File: src/rtl/clkdiv_pkg.sv
// Shared width and ratio tables for the multi-bank clock divider.
// Assumes every ratio in the tables is even and below 2**RATIO_W.
package clkdiv_pkg;

    localparam int RATIO_W = 5;

    typedef logic [RATIO_W-1:0] ratio_t;

    // Maps the bank A select code to its division ratio.
    function automatic ratio_t ratio_bank_a(input logic [1:0] code);
        case (code)
            2'd0:    return ratio_t'(4);
            2'd1:    return ratio_t'(6);
            2'd2:    return ratio_t'(8);
            default: return ratio_t'(12);
        endcase
    endfunction

    // Maps the bank B select code to its division ratio.
    function automatic ratio_t ratio_bank_b(input logic [1:0] code);
        case (code)
            2'd0:    return ratio_t'(4);
            2'd1:    return ratio_t'(6);
            2'd2:    return ratio_t'(8);
            default: return ratio_t'(10);
        endcase
    endfunction

    // Maps the bank C select code to its division ratio.
    function automatic ratio_t ratio_bank_c(input logic [1:0] code);
        return ratio_t'({code, 1'b0} + 3'd2);
    endfunction

    // Maps the feedback select code to its division ratio.
    function automatic ratio_t ratio_fb(input logic [2:0] code);
        case (code)
            3'd0:    return ratio_t'(4);
            3'd1:    return ratio_t'(6);
            3'd2:    return ratio_t'(8);
            3'd3:    return ratio_t'(10);
            3'd4:    return ratio_t'(8);
            3'd5:    return ratio_t'(12);
            3'd6:    return ratio_t'(16);
            default: return ratio_t'(20);
        endcase
    endfunction

endpackage

File: src/rtl/clkdiv_cfg.sv
// Configuration capture: loads selects, prescale and inversion while reset
// is held and converts the select codes to ratios.
// Assumes the configuration inputs are stable during the reset pulse.
module clkdiv_cfg
    import clkdiv_pkg::*;
(
    input  logic       clk,
    input  logic       rst_n,
    input  logic       direct_in,
    input  logic [1:0] sel_a,
    input  logic [1:0] sel_b,
    input  logic [1:0] sel_c,
    input  logic [2:0] sel_fb,
    input  logic       inv_in,
    output logic       direct_q,
    output logic       inv_q,
    output ratio_t     ratio_a,
    output ratio_t     ratio_b,
    output ratio_t     ratio_c,
    output ratio_t     ratio_f
);

    // Capture during reset; hold the captured values while running.
    always_ff @(posedge clk) begin
        if (!rst_n) begin
            direct_q <= direct_in;
            inv_q    <= inv_in;
            ratio_a  <= ratio_bank_a(sel_a);
            ratio_b  <= ratio_bank_b(sel_b);
            ratio_c  <= ratio_bank_c(sel_c);
            ratio_f  <= ratio_fb(sel_fb);
        end
    end

endmodule

File: src/rtl/clkdiv_prescale.sv
// Prescale enable: produces a tick every source cycle (direct) or every
// second cycle. The first running cycle always ticks.
// Assumes direct is static while running.
module clkdiv_prescale (
    input  logic clk,
    input  logic rst_n,
    input  logic direct,
    output logic tick
);

    logic phase;

    // Alternate the phase; preset so the first running cycle ticks.
    always_ff @(posedge clk) begin
        if (!rst_n) phase <= 1'b1;
        else        phase <= ~phase;
    end

    // A tick occurs on every cycle in direct mode, on odd phases otherwise.
    always_comb tick = direct | phase;

endmodule

File: src/rtl/clkdiv_even.sv
// Even-ratio divider with a 50% duty cycle, counting prescale ticks.
// Its output is high for ratio/2 ticks starting at the first running edge.
// Assumes ratio is even, at least 2, and static while running.
module clkdiv_even #(
    parameter int RW = 5
) (
    input  logic          clk,
    input  logic          rst_n,
    input  logic          tick,
    input  logic [RW-1:0] ratio,
    output logic          clk_o,
    output logic          valid_o
);

    logic [RW-1:0] cnt;
    logic [RW-1:0] half;
    logic          wrap;

    // Half-period threshold and end-of-period detection.
    always_comb begin
        half = ratio >> 1;
        wrap = (cnt == ratio - RW'(1));
    end

    // Advance the phase counter and update the output on each tick.
    always_ff @(posedge clk) begin
        if (!rst_n) begin
            cnt     <= '0;
            clk_o   <= 1'b0;
            valid_o <= 1'b0;
        end else begin
            valid_o <= 1'b1;
            if (tick) begin
                clk_o <= (cnt < half);
                cnt   <= wrap ? '0 : cnt + RW'(1);
            end
        end
    end

endmodule

File: src/rtl/clk_bank_divider.sv
// Top level: three clock banks and a feedback clock divided from one source
// clock. Bank C outputs at index INV_LO and above can be inverted.
// Assumes configuration is applied under reset; everything runs on src_clk.
module clk_bank_divider
    import clkdiv_pkg::*;
#(
    parameter int NUM_A  = 4,
    parameter int NUM_B  = 4,
    parameter int NUM_C  = 4,
    parameter int INV_LO = 2
) (
    input  logic             src_clk,
    input  logic             rst_n,
    input  logic             prescale_direct,
    input  logic [1:0]       sel_a,
    input  logic [1:0]       sel_b,
    input  logic [1:0]       sel_c,
    input  logic [2:0]       sel_fb,
    input  logic             inv_c,
    output logic [NUM_A-1:0] bank_a,
    output logic [NUM_B-1:0] bank_b,
    output logic [NUM_C-1:0] bank_c,
    output logic             fb_clk,
    output logic             a_valid,
    output logic             b_valid,
    output logic             c_valid,
    output logic             fb_valid
);

    localparam int NDIV = 4;

    logic   direct_q, inv_q, tick;
    ratio_t ratio_a, ratio_b, ratio_c, ratio_f;
    ratio_t ratio_v [NDIV];
    logic   div_clk [NDIV];
    logic   div_vld [NDIV];

    clkdiv_cfg u_cfg (
        .clk      (src_clk),
        .rst_n    (rst_n),
        .direct_in(prescale_direct),
        .sel_a    (sel_a),
        .sel_b    (sel_b),
        .sel_c    (sel_c),
        .sel_fb   (sel_fb),
        .inv_in   (inv_c),
        .direct_q (direct_q),
        .inv_q    (inv_q),
        .ratio_a  (ratio_a),
        .ratio_b  (ratio_b),
        .ratio_c  (ratio_c),
        .ratio_f  (ratio_f)
    );

    clkdiv_prescale u_pre (
        .clk   (src_clk),
        .rst_n (rst_n),
        .direct(direct_q),
        .tick  (tick)
    );

    // Gather the captured ratios into one array for the divider loop.
    always_comb begin
        ratio_v[0] = ratio_a;
        ratio_v[1] = ratio_b;
        ratio_v[2] = ratio_c;
        ratio_v[3] = ratio_f;
    end

    for (genvar d = 0; d < NDIV; d++) begin : g_div
        clkdiv_even #(.RW(RATIO_W)) u_div (
            .clk    (src_clk),
            .rst_n  (rst_n),
            .tick   (tick),
            .ratio  (ratio_v[d]),
            .clk_o  (div_clk[d]),
            .valid_o(div_vld[d])
        );
    end

    for (genvar i = 0; i < NUM_A; i++) begin : g_fan_a
        assign bank_a[i] = div_clk[0];
    end

    for (genvar i = 0; i < NUM_B; i++) begin : g_fan_b
        assign bank_b[i] = div_clk[1];
    end

    for (genvar i = 0; i < NUM_C; i++) begin : g_fan_c
        if (i >= INV_LO) begin : g_inv
            assign bank_c[i] = div_vld[2] & (div_clk[2] ^ inv_q);
        end else begin : g_true
            assign bank_c[i] = div_clk[2];
        end
    end

    assign fb_clk   = div_clk[3];
    assign a_valid  = div_vld[0];
    assign b_valid  = div_vld[1];
    assign c_valid  = div_vld[2];
    assign fb_valid = div_vld[3];

endmodule

File: config.mk
export PLATFORM = sky130hd
export DESIGN_NAME = clk_bank_divider
export DESIGN_NICKNAME = d
export VERILOG_FILES = /design/src/rtl/clkdiv_pkg.sv /design/src/rtl/clkdiv_cfg.sv /design/src/rtl/clkdiv_prescale.sv /design/src/rtl/clkdiv_even.sv /design/src/rtl/clk_bank_divider.sv
export SDC_FILE = /design/constraint.sdc
export NUM_CORES = 1
export LEC_CHECK = 0
export BUFFER_PORTS_ARGS = -buffer_cell sky130_fd_sc_hd__clkbuf_2
export CORE_ASPECT_RATIO = 0.6
export CORE_MARGIN = 2
export CORE_UTILIZATION = 57
export CTS_CLUSTER_SIZE = 12
export DETAILED_ROUTE_END_ITERATION = 8
export MAX_ROUTING_LAYER = met4
export PLACE_DENSITY_LB_ADDON = 0.2
export SLEW_MARGIN = 40
export SYNTH_ARGS = -nofsm -noshare
export SYNTH_HDL_FRONTEND = slang
export SYNTH_SLANG_ARGS = --single-unit
export TNS_END_PERCENT = 30
File: constraint.sdc
create_clock -name src_clk -period 2 [get_ports src_clk]
set_input_delay 0.2 -clock src_clk [delete_from_list [all_inputs] [get_ports src_clk]]
set_output_delay 0.2 -clock src_clk [all_outputs]
set_load 0.005 [all_outputs]
==> impl_results.md <==
- Mapped cell area: 2246 um^2
- CTS tree: built
- Inserted Diodes: 0
- Syn avg cell area: 10.03 um^2
- Final setup margin: ~270 ps
- Yosys top cell by area: dfxtp_1
- Setup WS pre-CTS: about 340 ps
- Core area: 3722 um^2
- Top cells by instance count after synthesis: dfxtp_1, xor2_1, inv_1
- DRT Wirelength: 3.705 mm
- Layout cell share with drive strength beyond 1: 17.62%
- Most numerous cell in the Yosys netlist: dfxtp_1
- Worst Tran Pin Value: 505.0 ps
- FF+latch count, synth: 41
- Syn_nets: 255
- Clock tree buffer depth: 2
- CP max stage cell: o41ai_2
- Root Buffer Master: clkbuf_8
- Synth async-reset ratio: 0%
- Setup crit start kind: register
- Most used cell, CP: xnor2_1
- Leak: 1.115 nW
- PortBufs: 29
- Post-CTS sizing: 0
- Outcome: finished clean
- Final Cycle Share: 86.34%
- DR pass1 iterations: 4
- Hold Crit Class: in -> reg
- First-pass GRT wire length: 6.285 mm
- Pint: 1.406 mW
- Max Cap Viol: 0
- All-layer global routing usage: between 10% and 20%
- Post-synth cell types: 28
- Initial Util: 60.34%
- Die H: approximately 53 um
- 1st-iter DRT viols: 69
- Hold Buf Count CTS: 0
- F_max: 0.5791 GHz
- Clock insertion delay at the later pin of the skew report: 280 ps
- Critical Path RT: between 2000 and 2500 ps
- Worst Path Class, Setup: reg -> reg
- Register area share after synthesis: 43.23%
- Htree depth: 2
- Power share of the clock group: 28.4%
- Net Sw Frac: roughly 28%
- FF-to-FF Start: u_cfg.ratio_c[1]$_DFFE_PN_
- RSZ-0062 raised after global routing: no
- TNS Setup: 0 ps
- Yosys warns: 0
- Top cells by area, synth: dfxtp_1, edfxtp_1, ha_1
- Die area: 4475 um^2
- WL/cell: approximately 13 um
- Boundary Pins: 30
- DRC: 0
- Sw Pwr: 534.3 uW
- Number of global-route vias before repair: 1,342
- Largest net degree at the start of global routing: 15
- Reg2reg end: g_div[2].u_div.cnt[3]$_SDFFE_PN0P_
- Flop pwr share: between 50 and 60%
- Worst r2r path cells: 6
- ANT nets after route: 0
- Comb power frac: 18.9%
- Fin. Hold Viols: 0
- FF-to-FF setup slack: 270 ps
- Fillcell total: 311
- Min-delay src: sel_b[0]
- CTS sink cnt: 41
- PwrDens: 799.6 nW/um^2
- Crit-path cells: inv_1 -> ha_1 -> xnor2_1 -> xnor2_1 -> o41ai_2 -> nor2_1
- Vias: roughly 1,500
- Worst EP arrival: between 1500 and 2000 ps
- Initial antenna violation count: 0
- Cells after synthesis: roughly 220
- Clock slew at reported path FFs: 80 ps
- Die width: 85.04 um
- Row Count: 17
- Setup bufs post-CTS: 0
- Yosys top cell area share: 23.18%
- Clk_skew: ~2.5 ps
- GPL Wtd Cong: 0.7606
- Crit path time final: 1727 ps
- Final setup fails: 0
- Slowest stage delay, CP: around 500 ps
- Hold depth: 1
- Maximum VDD drop: 570.6 uV
- Worst setup EP type: register
- Fin nets: 274
- Final count of pins violating max slew: 0
- Max transition margin: 65.97%
- Global route overflow: 0
- Vias per cell: 5.100
- Worst-path fanout max: 4
- Detailed-placement wirelength estimate: between 2 and 3 mm
- Area Overhead vs Synth: 8.022%
- Hold Path End: u_cfg.ratio_b[1]$_DFFE_PN_
- Pwr Total: between 1.5 and 2 mW
- CTS buffer count: 5
- Number of flops mapped to enable cells by yosys: 15
- Synth Flop Type: dfxtp_1
## worst max-delay path by stage
stage                                    start                                 end  slack, ps  cells after the start
CTS                 u_cfg.ratio_c[1]$_DFFE_PN_  g_div[2].u_div.cnt[3]$_SDFFE_PN0P_        300                      6
global placement    u_cfg.ratio_a[1]$_DFFE_PN_  g_div[0].u_div.cnt[3]$_SDFFE_PN0P_        390                      6
detailed placement  u_cfg.ratio_a[1]$_DFFE_PN_  g_div[0].u_div.cnt[1]$_SDFFE_PN0P_        340                      6
finish              u_cfg.ratio_c[1]$_DFFE_PN_  g_div[2].u_div.cnt[3]$_SDFFE_PN0P_        270                      6
global route        u_cfg.ratio_c[1]$_DFFE_PN_  g_div[2].u_div.cnt[2]$_SDFFE_PN0P_        150                      6
floorplan           u_cfg.ratio_a[1]$_DFFE_PN_  g_div[0].u_div.cnt[2]$_SDFFE_PN0P_        450                      6
## cell families after synthesis
family,after synthesis,share of synthesized area (%)
simple gates,65,14.54
buf+inv,41,9.749
flops,41,43.23
xor+xnor,39,15.21
fa+ha+maj,18,10.03
compound gates,17,5.905
mux,3,1.337
## area by class of cell
class                           count  area (um^2)  share of cell area, %
Clock buffer                        8        90.09                  3.713
Tap cell                           47        58.81                  2.424
Timing Repair Buffer               33        175.2                  7.220
Sequential cell                    41        970.9                  40.02
Inverter                           20        75.07                  3.094
Multi-Input combinational cell    142         1056                  43.53
## through the flow
stage	utilization [%]	cell area (um^2)	instances	hold slack, ps
global route	65.18	2426	291	75.76
detailed placement	62.76	2336	283	378.6
CTS	65.18	2426	291	77.49
finish	65.18	2426	291	87.25
floorplan	-	2246	224	227.7
global placement	62.76	2336	283	374.8
## flip-flops by register name (all words and copies together) (netlist names)
signal / flops
g_div.u_div.cnt: 20
g_div.u_div.clk_o: 4
u_cfg.ratio_f: 4
u_cfg.ratio_a: 3
u_cfg.ratio_b: 3
u_cfg.ratio_c: 3
g_div.u_div.valid_o: 1
u_cfg.direct_q: 1
u_cfg.inv_q: 1
u_pre.phase: 1
## worst max-delay path, delay by kind of cell, from the launching register on
| family | cells | cell delay [ps] |
|---|---|---|
| AO/OA/AOI/OAI | 1 | 500 |
| flip-flops | 1 | 410 |
| XOR/XNOR | 2 | 300 |
| adder cells (fa/ha/maj) | 1 | 230 |
| AND/OR/NAND/NOR | 1 | 100 |
| buffers and inverters | 1 | 70 |
## placed cells by master (no fill, tap or decap), types with 5 or more instances in the layout
cell      count
edfxtp_1     15
nand2b_1      5
clkbuf_8      6
a21oi_1       5
nand4_1      10
nor3_1       16
ha_1         18
xor2_1       23
nand2_1      11
nor2_1       15
clkbuf_2     29
xnor2_1      16
dfxtp_1      26
inv_1        20
## layer usage
layer	vias to the layer above	global-route usage [%]	part of all wire, %
met2	37	27.99	43
met4	0	7.937	0.62
met1	661	26.04	52
met5	-	-	0
li1	782	-	-
met3	4	4.724	4.7
## power groups by stage
stage / sequential, mW / clock (mW) / combinational (mW)
final: 1.02 / 0.551 / 0.366
after global routing: 1.03 / 0.603 / 0.418
after CTS: 1.02 / 0.564 / 0.371
after detailed placement: 1.04 / 0 / 0.364
after global placement: 1.04 / 0 / 0.357
after floorplan: 1.02 / 0 / 0.312
No activity file was read; power rests on OpenSTA's default activity.
